$ cat config.mk
export PLATFORM = sky130hd
export DESIGN_NAME = dma_chain_seq
export DESIGN_NICKNAME = d
export VERILOG_FILES = /design/src/rtl/dma_chain_seq.sv
export SDC_FILE = /design/constraint.sdc
export NUM_CORES = 2
export LEC_CHECK = 0
export CAP_MARGIN = 20
export CELL_PAD_IN_SITES_DETAIL_PLACEMENT = 1
export CELL_PAD_IN_SITES_GLOBAL_PLACEMENT = 2
export CORE_MARGIN = 8
export CORE_UTILIZATION = 35
export CTS_BUF_LIST = sky130_fd_sc_hd__clkbuf_8
export CTS_CLUSTER_DIAMETER = 60
export DETAILED_ROUTE_END_ITERATION = 16
export DONT_BUFFER_PORTS = 1
export HOLD_SLACK_MARGIN = 0.03
export PLACE_DENSITY_LB_ADDON = 0.05
export SLEW_MARGIN = 20
export SYNTH_ARGS = -nofsm -noshare
export SYNTH_HDL_FRONTEND = slang
export SYNTH_SLANG_ARGS = --single-unit
$ cat constraint.sdc
create_clock -name clk -period 5.1 [get_ports clk]
set_input_delay 1.53 -clock clk [delete_from_list [all_inputs] [get_ports clk]]
set_output_delay 1.53 -clock clk [all_outputs]
set_load 0.005 [all_outputs]
$ cat src/rtl/dma_chain_seq.sv
module dma_chain_seq #(
  parameter int AW    = 16,
  parameter int DW    = 8,
  parameter int CW    = 16,
  parameter int NDESC = 32,
  parameter int IW    = $clog2(NDESC)
) (
  input  logic          clk,
  input  logic          rst_n,
  input  logic          cfg_we,
  input  logic [IW-1:0] cfg_idx,
  input  logic [AW-1:0] cfg_src,
  input  logic [AW-1:0] cfg_dst,
  input  logic [CW-1:0] cfg_cnt,
  input  logic [IW-1:0] cfg_next,
  input  logic [5:0]    cfg_flags,
  input  logic [IW-1:0] start_idx,
  input  logic          trigger,
  input  logic          stall,
  input  logic          cancel,
  output logic          busy,
  output logic          irq_done,
  output logic          irq_end,
  output logic          bus_valid,
  output logic          bus_write,
  output logic [AW-1:0] bus_addr,
  output logic [DW-1:0] bus_wdata,
  input  logic [DW-1:0] bus_rdata,
  input  logic          bus_ready
);

  localparam int F_SI = 0, F_DI = 1, F_INF = 2, F_TERM = 3, F_DIE = 4, F_EIE = 5;

  typedef enum logic [2:0] {S_IDLE, S_LOAD, S_RA, S_RD, S_WA, S_WD} st_t;

  logic [AW-1:0] t_src [NDESC];
  logic [AW-1:0] t_dst [NDESC];
  logic [CW-1:0] t_cnt [NDESC];
  logic [IW-1:0] t_nxt [NDESC];
  logic [5:0]    t_flg [NDESC];

  st_t           st;
  logic [IW-1:0] cur, nxt;
  logic [AW-1:0] src, dst;
  logic [CW-1:0] rem;
  logic [5:0]    flg;
  logic [DW-1:0] dat;
  logic          cxl;

  wire abort     = cancel | cxl;
  wire last_beat = !flg[F_INF] && (rem == '0);

  always_ff @(posedge clk) begin
    if (cfg_we) begin
      t_src[cfg_idx] <= cfg_src;
      t_dst[cfg_idx] <= cfg_dst;
      t_cnt[cfg_idx] <= cfg_cnt;
      t_nxt[cfg_idx] <= cfg_next;
      t_flg[cfg_idx] <= cfg_flags;
    end
  end

  always_ff @(posedge clk or negedge rst_n) begin
    if (!rst_n) begin
      st       <= S_IDLE;
      cur      <= '0;
      nxt      <= '0;
      src      <= '0;
      dst      <= '0;
      rem      <= '0;
      flg      <= '0;
      dat      <= '0;
      cxl      <= 1'b0;
      irq_done <= 1'b0;
      irq_end  <= 1'b0;
    end else begin
      irq_done <= 1'b0;
      irq_end  <= 1'b0;
      case (st)
        S_IDLE: begin
          cxl <= 1'b0;
          if (trigger && !cancel) begin
            cur <= start_idx;
            st  <= S_LOAD;
          end
        end
        S_LOAD: begin
          if (abort) st <= S_IDLE;
          else begin
            src <= t_src[cur];
            dst <= t_dst[cur];
            rem <= t_cnt[cur];
            nxt <= t_nxt[cur];
            flg <= t_flg[cur];
            st  <= S_RA;
          end
        end
        S_RA: begin
          if (abort) st <= S_IDLE;
          else if (!stall) st <= S_RD;
        end
        S_RD: begin
          if (cancel) cxl <= 1'b1;
          if (bus_ready) begin
            dat <= bus_rdata;
            st  <= abort ? S_IDLE : S_WA;
          end
        end
        S_WA: begin
          if (abort) st <= S_IDLE;
          else if (!stall) st <= S_WD;
        end
        S_WD: begin
          if (cancel) cxl <= 1'b1;
          if (bus_ready) begin
            if (abort) st <= S_IDLE;
            else begin
              if (flg[F_SI]) src <= src + AW'(1);
              if (flg[F_DI]) dst <= dst + AW'(1);
              if (last_beat) begin
                irq_done <= flg[F_DIE];
                if (flg[F_TERM]) begin
                  irq_end <= flg[F_EIE];
                  st      <= S_IDLE;
                end else begin
                  cur <= nxt;
                  st  <= S_LOAD;
                end
              end else begin
                if (!flg[F_INF]) rem <= rem - CW'(1);
                st <= S_RA;
              end
            end
          end
        end
        default: st <= S_IDLE;
      endcase
    end
  end

  assign busy      = (st != S_IDLE);
  assign bus_valid = (st == S_RA || st == S_WA) && !stall && !abort;
  assign bus_write = (st == S_WA) || (st == S_WD);
  assign bus_addr  = bus_write ? dst : src;
  assign bus_wdata = dat;

endmodule

=== After elaboration in Yosys (flattened, before gate mapping) ===
Memories as Yosys holds them, arrays and structs flattened. A register that Yosys moved wholly into a read port is not among the register bits.
Index checks and enable logic that the tools add are counted.

* Memories: 5
* Bits in writable memories: 1,888
* Logic and storage cells: 114
* Output and inout port bits: 29
* Bits of input ports: 84
* Bits in registers: 67
* ROM bits: 0
* Bits in latches: 0

{| class="wikitable"
|+ Memories
! memory !! words !! bits a word !! read ports !! clocked after Yosys merged registers in !! write ports !! RTL line !! RTL
|-
| t_cnt || 32 || 16 || 1 || 0 || 1 || 38 || <nowiki>logic [CW-1:0] t_cnt [NDESC];</nowiki>
|-
| t_dst || 32 || 16 || 1 || 0 || 1 || 37 || <nowiki>logic [AW-1:0] t_dst [NDESC];</nowiki>
|-
| t_src || 32 || 16 || 1 || 0 || 1 || 36 || <nowiki>logic [AW-1:0] t_src [NDESC];</nowiki>
|-
| t_flg || 32 || 6 || 1 || 1 || 1 || 40 || <nowiki>logic [5:0] t_flg [NDESC];</nowiki>
|-
| t_nxt || 32 || 5 || 1 || 1 || 1 || 39 || <nowiki>logic [IW-1:0] t_nxt [NDESC];</nowiki>
|}

* Add/subtract/negate cells: 3
* Equal/unequal tests: 19
* Reduce and logical (&&, ||, !) cells: 27
* Order comparisons: 0
* Bitwise gates (word level): 2
* Shifts and indexed selects: 0
* $mul: 0
* Multiplexer cells: 49
* Div/mod/pow operators: 0

{| class="wikitable"
|+ Operators by type and width
! operator !! count
|-
| $mux W16 || 14
|-
| $pmux W16 S2 || 3
|-
| $add A16 B1 Y16 const B || 2
|-
| $mux W3 || 10
|-
| $mux W5 || 5
|-
| $ne A2 B2 Y1 const B || 11
|-
| $pmux W3 S6 || 1
|-
| $logic_not A16 Y1 || 1
|-
| $sub A16 B1 Y16 const B || 1
|-
| $reduce_and A5 Y1 || 3
|-
| $mux W1 || 13
|-
| $reduce_and A6 Y1 || 2
|-
| $pmux W5 S2 || 1
|-
| $eq A3 B2 Y1 const B || 2
|-
| $eq A3 B3 Y1 const B || 2
|-
| $logic_not A1 Y1 || 6
|-
| $ne A3 B3 Y1 const B || 2
|-
| $reduce_and A2 Y1 || 3
|-
| $reduce_bool A2 Y1 || 3
|-
| $logic_and A1 B1 Y1 || 4
|-
| $eq A3 B1 Y1 const B || 1
|-
| $logic_not A3 Y1 || 1
|-
| $reduce_bool A3 Y1 || 1
|-
| $logic_or A1 B1 Y1 || 2
|-
| other kinds (6) || 6
|}

=== Longest topological paths before layout ===
* Depth after elaboration: 6
* Mapped depth: 9
* Gate-level depth less buffers: 7

=== Worst setup path after synthesis ===
Ideal clock, no wire load.

* Path type: input port to flip-flop
* Start point: input cfg_idx[0]
* End point: memory t_cnt[12][0], enable pin
* Arrival time: 4.660 ns
* Path slack: -0.036 ns
* Required time: 4.624 ns
* Library setup time: 0.476 ns
* Buffers on the path: 1
* Stages on the path: 3
* Cell sequence: or3b_2 > clkbuf_1 > nor2_1

{| class="wikitable"
|+ RTL lines
! element !! RTL line !! RTL
|-
| start, declared || 11 || <nowiki>input logic [IW-1:0] cfg_idx,</nowiki>
|-
| end, declared || 38 ||
|}

Straight into the memory's write port.

=== Final worst setup path ===
* Start point: register st[1]
* End point: output bus_valid

* Word-level cells in the longest chain between the ends: 4
* Elaborated cells on any way between the ends: 5
* Classes of those cells: 2 x eq/ne; 3 x reduce/logical

{| class="wikitable"
|+ RTL lines
! element !! RTL line !! RTL
|-
| start, declared || 42 || <nowiki>st_t st;</nowiki>
|-
| start signal, assigned || 106 || <nowiki>st <= abort ? S_IDLE : S_WA;</nowiki>
|-
| $eq A3 B2 Y1 or $eq A3 B3 Y1 (tied branches) || 142 || <nowiki>assign bus_valid = (st == S_RA || st == S_WA) && !stall && !abort;</nowiki>
|-
| $logic_or A1 B1 Y1 * || 142 ||
|-
| $logic_and A1 B1 Y1 * (2 in series) || 142 ||
|-
| end, declared || 24 || <nowiki>output logic bus_valid,</nowiki>
|}

Every way passes the cells marked *; elsewhere a longest branch is shown, timed or not.

==> metrics.log <==
INFO  metric run_status = complete, no violations
INFO  metric hold_viol_final = 0
INFO  metric min_path_type = in2async
INFO  metric post_synth_inst_count = 3,509
INFO  metric final.fill_count = 20,430
INFO  metric detailed_place.area = 80,900 µm²
INFO  metric insertion_delay = 1.05 ns
INFO  metric dpl_worst_slack = 0.858 ns
INFO  metric timing.clock.skew = 0.0651 ns
INFO  metric fin_nets = 3,953
INFO  metric fin_crit_sh = 0.965
INFO  metric routed_wirelength = 248,000 µm
INFO  metric grt_antenna_before_repair = 22
INFO  metric h_tree_lvl_count = 5
INFO  metric worstSetupEndpoint = bus_valid
INFO  metric arrival_time_of_the_worst_setup_path = 3.39 ns
INFO  metric design_area = 87,200 µm²
INFO  metric multi_input_comb_area = 16,600 µm²
INFO  metric chipWidth = 482 µm
INFO  metric post_drt_via_cell_ratio = 5.54
INFO  metric drc = 0
INFO  metric cts-root-to-sink-buffers = 4
INFO  metric ys_async_sr_fraction = 0.0397
INFO  metric via_count = 38,630
INFO  metric synth_enable_flop_cells = 1,888
INFO  metric clk_pin_slew = 0.06 ns
INFO  metric synthesis.nets = 3,597
INFO  metric critical_path.reg2reg.endpoint = dst[5]
INFO  metric critPathKind = reg2out
INFO  metric setup.worst_path.start = st[1]
INFO  metric netlist-cell-type-count = 77
INFO  metric post-cts-setup-buffer-count = 0
INFO  metric post_synth_main_area_contributors = sky130_fd_sc_hd__edfxtp_1, sky130_fd_sc_hd__mux4_2, sky130_fd_sc_hd__dfrtp_1
INFO  metric cts-resized-gates = 0
INFO  metric cts_made_buffers = 360
INFO  metric period_minus_slack = 4.92 ns
INFO  metric synth_area = 75,900 µm²
INFO  metric flow.area_growth_from_synthesis = 14.9%
INFO  metric postCtsHoldBufs = 1
INFO  metric startpoint_type = register
INFO  metric cts_tree = done
INFO  metric clock-root-buffer = sky130_fd_sc_hd__clkbuf_8
INFO  metric max-cap-violations = 0
INFO  metric power_per_cell_area = 518 nW/µm²
INFO  metric yosys_register_bits = 1,966
INFO  metric fin_total_pwr = 45.1 mW
INFO  metric grt_first_pass_wirelength = 344,000 µm
INFO  metric drive_gt1_frac = 0.283
INFO  metric port_buffers = 0
INFO  metric crit_fanout = 19
INFO  metric die_height = 482 µm
INFO  metric floorplan.rows = 171
INFO  metric commonest_non_fill_non_tap_cell_in_the_layout = sky130_fd_sc_hd__edfxtp_1
INFO  metric drt-wirelength-per-cell = 35.6 µm
INFO  metric r2r_setup_slack = 1.58 ns
INFO  metric count_of_yosys_warnings_during_synthesis = 0
INFO  metric worstMarginPinSlew = 1.14 ns
INFO  metric globalplace.congestion = 0.802
INFO  metric timing.reg2reg.worst_path_depth = 6
INFO  metric final_critical_path_setup_slack = 0.181 ns
INFO  metric post_synth.cell_area_avg = 21.6 µm²
INFO  metric layout.cells.most_common_list = sky130_fd_sc_hd__edfxtp_1, sky130_fd_sc_hd__mux4_2, sky130_fd_sc_hd__clkbuf_8
INFO  metric power.ir.vdd_worst = 0.300 mV
INFO  metric hpwl = 144,000 µm
INFO  metric synthDominantCellAreaShare = 0.747
INFO  metric maximum_achievable_frequency = 0.203 GHz
INFO  metric via_count_of_the_first_global_routing_pass = 42,494
INFO  metric grt_max_degree = 77
INFO  metric critical_path_required = 3.57 ns
INFO  metric core_area = 217,000 µm²
INFO  metric dominantRegCellSynth = sky130_fd_sc_hd__edfxtp_1
INFO  metric crit-reg2reg-launch = cur[0]
INFO  metric grt_util_all_layers = 0.212
INFO  metric slew_violations = 0
INFO  metric slew_headroom = 0.234
INFO  metric initial_core_util = 0.351
INFO  metric cts.sink_count = 1,966
INFO  metric fp.dieArea = 232,000 µm²
INFO  metric cellLeakagePower = 27.6 nW
INFO  metric worstSetupEndpointType = output pin
INFO  metric post-synth-top-area-cell = sky130_fd_sc_hd__edfxtp_1
INFO  metric ys_seq_area_frac = 0.772
INFO  metric timing.final.setup_violations = 0
INFO  metric detailedRoute.firstIterationViolations = 3,270
INFO  metric rsz0062_at_grt = no
INFO  metric sequential_cell_area = 58,700 µm²
INFO  metric ant_nets = 0
INFO  metric design.portCount = 113
INFO  metric gr-total-overflow = 0
INFO  metric drt_pass1_iterations = 6
==> kinds of logic after synthesis <==
| family | synth area share |
|---|---|
| AND/OR/NAND/NOR | 0.0252 |
| XOR/XNOR | 0.000115 |
| adder cells (fa/ha/maj) | 0.000659 |
| flip-flops | 0.772 |
| AO/OA/AOI/OAI | 0.0342 |
| multiplexers | 0.155 |
| buffers and inverters | 0.0128 |
==> state kept, by name, summed over array words and instances (netlist names), 6 cells and up <==
| register | cells |
|---|---|
| rem | 16 |
| t_flg | 192 |
| flg | 6 |
| src | 16 |
| t_cnt | 512 |
| dst | 16 |
| t_dst | 512 |
| t_src | 512 |
| bus_wdata | 8 |
| t_nxt | 160 |
==> area by class of cell <==
| type | count | area share |
|---|---|---|
| diodes | 5 | 0.000143 |
| clock buffers | 368 | 0.0581 |
| clock inverters | 248 | 0.0143 |
| inverters | 7 | 0.000301 |
| multi-input cells | 1352 | 0.191 |
| flip-flops and latches | 1966 | 0.673 |
| well taps | 2854 | 0.0409 |
| repair buffers | 178 | 0.0231 |
==> through the flow <==
stage	hold slack [ns]	instances	setup TNS (ns)	utilization
final	0.214	6978	0	0.403
after global placement	0.467	6356	0	0.374
after floorplan	0.442	3509	-15.88	-
after global routing	0.115	6974	0	0.403
after CTS	0.0618	6973	0	0.403
after detailed placement	0.486	6356	0	0.374
==> report_power, final <==
part / switching (mW) / internal, mW / total (mW) / leakage (nW)
Sequential: 0.916 / 18.2 / 19.1 / 18.0
Clock: 6.51 / 7.10 / 13.6 / 3.67
Combinational: 7.16 / 5.26 / 12.4 / 5.98
==> worst min path at each step <==
stage | slack [ns] | depth (start not counted) | endpoint | startpoint
2_1_floorplan | 0.44 | 2 | flg[4] | flg[4]
3_3_place_gp | 0.47 | 2 | nxt[4] | nxt[4]
3_5_place_dp | 0.49 | 2 | nxt[4] | nxt[4]
4_1_cts | 0.06 | 0 | bus_wdata[1] | rst_n
5_1_grt | 0.12 | 0 | bus_wdata[1] | rst_n
6_report | 0.21 | 0 | bus_wdata[1] | rst_n
==> worst max-delay path, stage by stage, from the launching register on <==
cell,delay (ns)
sky130_fd_sc_hd__dfrtp_1,0.73
sky130_fd_sc_hd__nor2b_4,0.10
sky130_fd_sc_hd__buf_4,0.28
sky130_fd_sc_hd__o21ai_0,0.93
sky130_fd_sc_hd__buf_4,0.24
sky130_fd_sc_hd__nor2_1,0.06
==> metal layers <==
layer,global-route usage,vias up,routed length (µm)
li1,-,15679,-
met1,0.292,21554,109000
met2,0.356,1084,122000
met3,0.0351,311,11900
met4,0.0487,2,4760
met5,0,-,17
==> cells in the mapped netlist, drive strengths merged, types with 18 or more instances <==
master and n:
edfxtp 1888, mux4 473, buf 124, nand2 101
nor2 95, dfrtp 78, mux2i 75, o21ai 69
o22ai 62, a22oi 60, clkbuf 60, a21oi 51
nand3 40, nor3 32, a211oi 31, mux2 31
nor2b 18, or3 18
Power figures use the tool's default switching activity.
